**config.mk**
```make
export PLATFORM = sky130hd
export DESIGN_NAME = adc_serial_port
export DESIGN_NICKNAME = d
export VERILOG_FILES = /design/src/rtl/adc_sp_pkg.sv /design/src/rtl/adc_sp_datapath.sv /design/src/rtl/adc_sp_control.sv /design/src/rtl/adc_serial_port.sv
export SDC_FILE = /design/constraint.sdc
export NUM_CORES = 1
export LEC_CHECK = 0
export BUFFER_PORTS_ARGS = -buffer_cell sky130_fd_sc_hd__buf_2
export CORE_MARGIN = 5
export CORE_UTILIZATION = 45
export CTS_CLUSTER_SIZE = 24
export DETAILED_ROUTE_END_ITERATION = 12
export GPL_ROUTABILITY_DRIVEN = 0
export GPL_TIMING_DRIVEN = 0
export MAX_ROUTING_LAYER = met4
export PLACE_DENSITY_LB_ADDON = 0.3
export SYNTH_ARGS = -nofsm -noshare
export SYNTH_HDL_FRONTEND = slang
export SYNTH_SLANG_ARGS = --single-unit
```
**constraint.sdc**
```tcl
create_clock -name clk -period 1.86 [get_ports clk]
set_input_delay 0.186 -clock clk [delete_from_list [all_inputs] [get_ports clk]]
set_output_delay 0.186 -clock clk [all_outputs]
set_load 0.005 [all_outputs]
```
**src/rtl/adc_sp_pkg.sv**
```systemverilog
package adc_sp_pkg;

  typedef enum logic [1:0] {
    ST_IDLE = 2'd0,
    ST_WAIT = 2'd1,
    ST_INT  = 2'd2,
    ST_EXT  = 2'd3
  } spState_e;

  typedef struct packed {
    logic loadWord;
    logic shiftBit;
  } dpCtrl_t;

endpackage

```
**src/rtl/adc_sp_datapath.sv**
```systemverilog
module adc_sp_datapath
  import adc_sp_pkg::*;
#(
  parameter int WORD_W = 16
) (
  input  logic              clk,
  input  logic              rstN,
  input  logic              startStb,
  input  logic [WORD_W-1:0] resultWord,
  input  logic              twosComp,
  input  dpCtrl_t           ctrl,
  output logic              pendValid,
  output logic              msbOut
);

  localparam int MSB = WORD_W - 1;

  logic [WORD_W-1:0] codedWord;
  logic [WORD_W-1:0] holdReg;
  logic [WORD_W-1:0] shiftReg;

  // offset binary to two's complement: flip the sign position only
  always_comb begin
    codedWord = resultWord;
    if (twosComp) codedWord[MSB] = ~resultWord[MSB];
  end

  // one-deep holding stage so a result can wait for the running frame
  always_ff @(posedge clk) begin
    if (!rstN) begin
      holdReg   <= '0;
      pendValid <= 1'b0;
    end else if (startStb) begin
      holdReg   <= codedWord;
      pendValid <= 1'b1;
    end else if (ctrl.loadWord) begin
      pendValid <= 1'b0;
    end
  end

  always_ff @(posedge clk) begin
    if (!rstN) begin
      shiftReg <= '0;
    end else if (ctrl.loadWord) begin
      shiftReg <= holdReg;
    end else if (ctrl.shiftBit) begin
      shiftReg <= {shiftReg[MSB-1:0], 1'b0};
    end
  end

  assign msbOut = shiftReg[MSB];

endmodule

```
**src/rtl/adc_sp_control.sv**
```systemverilog
module adc_sp_control
  import adc_sp_pkg::*;
#(
  parameter int WORD_W      = 16,
  parameter int SYNC_STAGES = 2
) (
  input  logic    clk,
  input  logic    rstN,
  input  logic    pendValid,
  input  logic    extMode,
  input  logic    sclkIn,
  output dpCtrl_t ctrl,
  output logic    sclkOut,
  output logic    frameActive
);

  localparam int PH_COUNT = WORD_W * 4;
  localparam int PH_W     = $clog2(PH_COUNT);
  localparam int CNT_W    = $clog2(WORD_W + 1);
  localparam logic [PH_W-1:0]  PH_LAST  = PH_W'(PH_COUNT - 1);
  localparam logic [CNT_W-1:0] BITS_ALL = CNT_W'(WORD_W);

  spState_e         state, stateNxt;
  logic [PH_W-1:0]  phase;
  logic [CNT_W-1:0] riseCnt;

  // external clock synchronizer, depth chosen by parameter
  logic [SYNC_STAGES-1:0] syncQ;
  logic                   sclkLvl;
  logic                   sclkPrev;
  logic                   riseEdge;
  logic                   fallEdge;

  generate
    if (SYNC_STAGES == 1) begin : g_sync1
      always_ff @(posedge clk) begin
        if (!rstN) syncQ <= '0;
        else       syncQ <= sclkIn;
      end
    end else begin : g_syncN
      always_ff @(posedge clk) begin
        if (!rstN) syncQ <= '0;
        else       syncQ <= {syncQ[SYNC_STAGES-2:0], sclkIn};
      end
    end
  endgenerate

  assign sclkLvl = syncQ[SYNC_STAGES-1];

  always_ff @(posedge clk) begin
    if (!rstN) sclkPrev <= 1'b0;
    else       sclkPrev <= sclkLvl;
  end

  assign riseEdge = sclkLvl & ~sclkPrev;
  assign fallEdge = ~sclkLvl & sclkPrev;

  always_comb begin
    stateNxt = state;
    ctrl     = '0;
    unique case (state)
      ST_IDLE: begin
        if (pendValid) begin
          if (!extMode) begin
            ctrl.loadWord = 1'b1;
            stateNxt      = ST_INT;
          end else if (!sclkLvl) begin
            ctrl.loadWord = 1'b1;
            stateNxt      = ST_EXT;
          end else begin
            stateNxt = ST_WAIT;
          end
        end
      end
      ST_WAIT: begin
        if (fallEdge) begin
          ctrl.loadWord = 1'b1;
          stateNxt      = ST_EXT;
        end
      end
      ST_INT: begin
        if (phase == PH_LAST) begin
          stateNxt = ST_IDLE;
        end else if (phase[1:0] == 2'b11) begin
          ctrl.shiftBit = 1'b1;
        end
      end
      ST_EXT: begin
        if (fallEdge && riseCnt == BITS_ALL) begin
          stateNxt = ST_IDLE;
        end else if (fallEdge && riseCnt != '0) begin
          ctrl.shiftBit = 1'b1;
        end
      end
      default: stateNxt = ST_IDLE;
    endcase
  end

  always_ff @(posedge clk) begin
    if (!rstN) state <= ST_IDLE;
    else       state <= stateNxt;
  end

  always_ff @(posedge clk) begin
    if (!rstN) begin
      phase <= '0;
    end else if (state == ST_INT && phase != PH_LAST) begin
      phase <= phase + 1'b1;
    end else begin
      phase <= '0;
    end
  end

  always_ff @(posedge clk) begin
    if (!rstN) begin
      riseCnt <= '0;
    end else if (ctrl.loadWord) begin
      riseCnt <= '0;
    end else if (state == ST_EXT && riseEdge && riseCnt != BITS_ALL) begin
      riseCnt <= riseCnt + 1'b1;
    end
  end

  assign sclkOut     = (state == ST_INT) & phase[1];
  assign frameActive = (state == ST_INT) | (state == ST_EXT);

endmodule

```
**src/rtl/adc_serial_port.sv**
```systemverilog
module adc_serial_port
  import adc_sp_pkg::*;
#(
  parameter int WORD_W      = 16,
  parameter int SYNC_STAGES = 2
) (
  input  logic              clk,
  input  logic              rstN,
  input  logic              startStb,
  input  logic [WORD_W-1:0] resultWord,
  input  logic              twosComp,
  input  logic              extMode,
  input  logic              sclkIn,
  output logic              sclkOut,
  output logic              sdata,
  output logic              frameN
);

  dpCtrl_t ctrl;
  logic    pendValid;
  logic    msbOut;
  logic    frameActive;

  adc_sp_datapath #(.WORD_W(WORD_W)) u_dp (
    .clk        (clk),
    .rstN       (rstN),
    .startStb   (startStb),
    .resultWord (resultWord),
    .twosComp   (twosComp),
    .ctrl       (ctrl),
    .pendValid  (pendValid),
    .msbOut     (msbOut)
  );

  adc_sp_control #(.WORD_W(WORD_W), .SYNC_STAGES(SYNC_STAGES)) u_ctl (
    .clk         (clk),
    .rstN        (rstN),
    .pendValid   (pendValid),
    .extMode     (extMode),
    .sclkIn      (sclkIn),
    .ctrl        (ctrl),
    .sclkOut     (sclkOut),
    .frameActive (frameActive)
  );

  assign sdata  = frameActive & msbOut;
  assign frameN = ~frameActive;

endmodule

```
; ---- After elaboration in Yosys (flattened, before gate mapping)
; Index checks and enable logic that the tools add are counted.
[classes]
n_addsub = 2
n_eq_ne = 12
muxes = 22
bitwise_logic = 10
reduce_logical = 12
[ops]
columns = op, n
row1 = two-way mux 16 bit, 2
row2 = two-way mux 2 bit, 6
row3 = two-way mux 1 bit, 11
row4 = case mux 2 bit (4 select lines), 1
row5 = adder 6 x 1 -> 6 bit (second input constant), 1
row6 = equality test 2 bit (second input constant), 3
row7 = equality test 6 bit (second input constant), 1
row8 = != test 2 x 1 -> 1 bit (second input constant), 3
row9 = != test 6 bit (second input constant), 1
row10 = adder 5 x 1 -> 5 bit (second input constant), 1
row11 = equality test 5 bit (second input constant), 1
row12 = logical AND 1 bit, 5
row13 = != test 5 bit (second input constant), 1
row14 = NOT 1 bit, 5
row15 = nonzero test 5 bit, 1
row16 = bitwise AND 1 bit, 4
row17 = case mux 1 bit (2 select lines), 2
row18 = AND reduction 4 bit, 1
row19 = nonzero test 2 bit, 2
row20 = equality test 2 x 1 -> 1 bit (second input constant), 1
row21 = zero test 2 bit, 1
row22 = != test 2 bit (second input constant), 1
row23 = AND reduction 2 bit, 1
row24 = OR reduction 2 bit, 1
row25 = OR 1 bit, 1
[word_totals]
register_bits = 49
in_bits = 22
output_inout_bits = 3
wordCells = 66

; ---- Longest topological paths before layout
[logic_depth]
ltp_word = 8
depth_mapped = 7
mapped_depth_nobuf = 6

; ---- Modules after synthesis
; A second synthesis with hierarchy kept.
[hier_totals]
cells_unflattened = 209
hier_area_um2 = 2229.6
[modules_own_cells]
columns = module, instances, cells_per_inst, area_each_um2
row1 = adc_sp_datapath, 1, 126, 1486.4
row2 = adc_sp_control, 1, 81, 733.2
row3 = adc_serial_port, 1, 2, 10.0

; ---- Worst setup path before layout
; Ideal clock, no wire load.
[synth_timing]
path_kind = flip-flop to flip-flop
startpoint = reg u_ctl.riseCnt[0]
endpoint = reg u_dp.shiftReg[10]
t_arrival_ns = 1.422
required_ns = 1.727
path_slack_ns = 0.306
path_stages_with_launch = 8
period_less_slack_ns = 1.554
cell_sequence = dfxtp_1 > inv_1 > ha_1 > nor3b_2 > o22ai_4 > buf_12 > mux2i_1 > a21oi_1
[synth_between]
elab_chain_cells = 6
[synth_rtl]
columns = item, line
row1 = from (decl), adc_sp_control.sv:25  ; logic [CNT_W-1:0] riseCnt;
row2 = from (signal assigned), adc_sp_control.sv:120  ; riseCnt <= riseCnt + 1'b1;
row3 = nonzero test 5 bit, adc_sp_control.sv:91  ; end else if (fallEdge && riseCnt != '0) begin
row4 = logical AND 1 bit, adc_sp_control.sv:91
row5 = two-way mux 1 bit, adc_sp_control.sv:91
row6 = two-way mux 1 bit *, adc_sp_control.sv:89  ; if (fallEdge && riseCnt == BITS_ALL) begin
row7 = case mux 1 bit (2 select lines) *, adc_sp_control.sv:61  ; unique case (state)
row8 = nonzero test 2 bit (no source line) *, --
row9 = to (signal assigned), adc_sp_datapath.sv:45  ; shiftReg <= holdReg;
row10 = to (signal assigned), adc_sp_datapath.sv:47  ; shiftReg <= {shiftReg[MSB-1:0], 1'b0};
row11 = to (decl), adc_sp_datapath.sv:20  ; logic [WORD_W-1:0] shiftReg;
; Mark *: on every way between the ends. The rest lies on a longest branch, timed or not.
; A chain may end at the register's enable or synchronous reset.

; ---- Worst setup path after layout
[layout_timing]
startpoint = reg u_ctl.riseCnt[0]
endpoint = reg u_dp.shiftReg[13]
; The elaborated chain is that of the path after synthesis.

==> impl_metrics.json <==
{
  "outcome": "finished clean",
  "dp_hpwl_um": 2800,
  "synth-main-ff-cell": "dfxtp_1",
  "cp_num_buf_inv": 2,
  "die_area_sq_um": 6200,
  "antenna_found_initial": 0,
  "wl_per_cell_um": 12.6,
  "ios": 25,
  "hold_violations": 0,
  "worst_slew_pin_slew_ns": 0.463,
  "crit_path_start_kind": "flip-flop",
  "slew_violations": 0,
  "synth-seq-area-share": 0.462,
  "setup_viol": 0,
  "rrSetupSlack_ns": 0.19,
  "ir_worst_vdd_v": 0.000536,
  "yosys.cell_types.count": 38,
  "drc": 0,
  "grt_overflow_total": 0,
  "ys_ff_latch": 49,
  "swShare": 0.252,
  "min_path_type": "input port to flip-flop",
  "insertion_delay_ns": 0.30,
  "synthSimpleGateAreaFrac": 0.151,
  "place_inst": 291,
  "synth_top_area_cell": "dfxtp_1",
  "synth_edf_count": 0,
  "seqPwrFrac": 0.565,
  "grt_pass1_wl_um": 6530,
  "cts_root_buf": "clkbuf_8",
  "crit_path_cell_trace": "inv_1, ha_1, nor3b_2, o22ai_4, buf_12, mux2i_1, a21oi_1",
  "critPathMaxStageDelay_ns": 0.40,
  "worst_ep_arrival_time_ns": 1.84,
  "r2r-end": "u_dp.shiftReg[13]",
  "switchingPower_mw": 0.513,
  "num_vias": 1506,
  "layout.nets": 270,
  "synth.top_cell.area_share": 0.462,
  "maxCapViolCount": 0,
  "syn_avg_cell_area_sq_um": 9.93,
  "tns_ns": 0,
  "dieHeight_um": 78.7,
  "syn-instance-count": 214,
  "post_cts_resize_count": 0,
  "async_flop_share": 0,
  "ctsLongestPathBuffers": 2,
  "io_buffer_count": 23,
  "cts_hold_buf": 0,
  "layoutNonFillerInstCount": 300,
  "drt-initial-drc-count": 54,
  "synth_fa_ha_area_frac": 0.0177,
  "r2r-start": "u_ctl.riseCnt[0]",
  "power_frac_comb": 0.115,
  "hp-start": "sclkIn",
  "drt_wl_total_um": 3790,
  "min_to": "u_ctl.syncQ[0]",
  "first_pass_iters": 4,
  "path_delay_family": "flip-flops",
  "netlist_area_sq_um": 2120,
  "core_region_area_sq_um": 4660,
  "fin_crit_sh": 0.896,
  "synth_top_family_by_area": "simple AND/OR/NAND/NOR gates",
  "synth_area_leaders": "dfxtp_1 46%, mux2i_1 14%, o31ai_1 5.3%",
  "grt_max_degree": 16,
  "clk_pin_slew_ns": 0.09,
  "power.internal_mw": 1.52,
  "required_ns": 2.04,
  "cts_inserted_buffers": 5,
  "cts_htree_levels": 2,
  "drive_above_1_share": 0.179,
  "yosysWarnings": 0,
  "fmax_mhz": 600,
  "p_clk_frac": 0.320,
  "area_growth_pct": 13.5,
  "power.density_nw_per_um2": 843,
  "synth_compound_gate_area_share": 0.141,
  "synthMuxAreaShare": 0.141,
  "min_period_ns": 1.67,
  "fin_skew_ns": 0.00791,
  "whs_ns": 0.0911,
  "grt_usage": 0.135,
  "end_kind": "flip-flop",
  "critical_path_class": "flip-flop to flip-flop",
  "cts_tree": "yes",
  "critical-path-slowest-cell": "dfxtp_1",
  "leakagePower_nw": 0.972,
  "post_cts_buffers": 0,
  "worstRegToRegCells": 7,
  "rows": 25,
  "first_global_vias": 1388,
  "cts_sinks": 49,
  "cp_max_fo": 10,
  "rsz0062_at_grt": "false",
  "start_util": 0.456,
  "die_x_um": 78.7,
  "synth_xor_area_frac": 0.0371,
  "final_util": 0.517,
  "antenna_left": 0,
  "slew_headroom": 0.691,
  "viasPerCell": 5.02,
  "n_antenna_cell": 0,
  "power_mw": 2.03,
  "syn_nets": 239,
  "holdPathStages": 2
}
-- cells in the mapped netlist (4+ instances only) --
library cell,number
inv_1,5
dfxtp_1,49
o31ai_1,15
a21oi_1,19
nor2_1,29
clkbuf_1,6
nand2_1,4
xnor2_1,4
xor2_1,5
mux2i_1,30
and2_1,6
-- worst reg2reg max path: stages, from the launching register on --
cell,delay [ns]
dfxtp_1,0.40
inv_1,0.06
ha_1,0.20
nor3b_2,0.17
o22ai_4,0.24
buf_12,0.18
mux2i_1,0.21
a21oi_1,0.08
-- cells by family after synthesis --
family                     count (synthesis)
adders and majority gates                  3
buffers and inverters                     20
and+or+nand+nor                           58
DFF                                       49
xor gates and xnor gates                   9
AOI/OAI and AO/OA                         45
muxes                                     30
-- how the worst max path moves through the flow --
stage	from	endpoint	slack, ns	depth (start not counted)
2_1_floorplan	u_ctl.riseCnt[0]	u_dp.shiftReg[10]	0.31	7
3_3_place_gp	u_ctl.riseCnt[0]	u_dp.shiftReg[11]	0.18	7
3_5_place_dp	u_ctl.riseCnt[0]	u_dp.shiftReg[13]	0.15	7
4_1_cts	u_ctl.riseCnt[0]	u_dp.shiftReg[13]	0.13	7
5_1_grt	u_ctl.riseCnt[0]	u_dp.shiftReg[11]	0.001	7
6_report	u_ctl.riseCnt[0]	u_dp.shiftReg[13]	0.19	7
-- layer usage --
metal / part of all wire / wire, um / GRT usage / up-vias
met1: 0.54 / 2060 / 0.193 / 666
met2: 0.40 / 1520 / 0.187 / 21
li1: - / - / - / 815
met3: 0.040 / 151 / 0.0306 / 4
met4: 0.014 / 53 / 0.0472 / 0
met5: 0 / 0 / - / -
-- state kept, by name, indices dropped and copies added, names as in the netlist --
register / cells
u_ctl.riseCnt: 5
u_ctl.state: 2
u_ctl.syncQ: 2
u_dp.shiftReg: 16
u_ctl.phase: 6
u_dp.pendValid: 1
u_dp.holdReg: 16
u_ctl.sclkPrev: 1
-- placed cells by master (no fill, tap or decap), types with 2 or more instances in the layout --
cell	instances
a32o_1	2
a21oi_1	19
o31ai_1	15
clkbuf_1	6
inv_2	2
a211oi_1	3
buf_2	26
clkbuf_8	6
o21ai_1	2
nor2_1	29
dfxtp_1	49
xor2_1	5
mux2i_1	30
inv_1	5
nand4_1	2
nor3b_1	2
o21a_1	2
and2_1	6
buf_4	2
nand3_1	3
nand2_1	4
xnor2_1	4
ha_1	3
nand2b_1	2
-- layout make-up --
cell class	instances	area, sq um
Clock buffer	6	82.6
Fill cell	444	2250
Inverter	7	26.3
Timing Repair Buffer	24	123
Sequential cell	49	981
Tap cell	54	67.6
Buffer	13	80.1
Clock inverter	2	13.8
Multi-Input combinational cell	145	1040
-- power by group through the flow --
stage | clock (mW) | sequential [mW] | combinational (mW)
after floorplan | 0 | 1.16 | 0.173
after global routing | 0.713 | 1.16 | 0.266
after detailed placement | 0 | 1.17 | 0.235
final | 0.649 | 1.15 | 0.234
after global placement | 0 | 1.17 | 0.232
after CTS | 0.665 | 1.15 | 0.236
-- per-stage QoR --
stage          instance area [sq um]  worst slack, ns
2_1_floorplan                   2120            0.306
3_3_place_gp                    2310            0.179
3_5_place_dp                    2310            0.148
4_1_cts                         2400            0.132
5_1_grt                         2410          0.00140
6_report                        2410            0.194
Note: power is estimated with default switching activity, not from simulation.
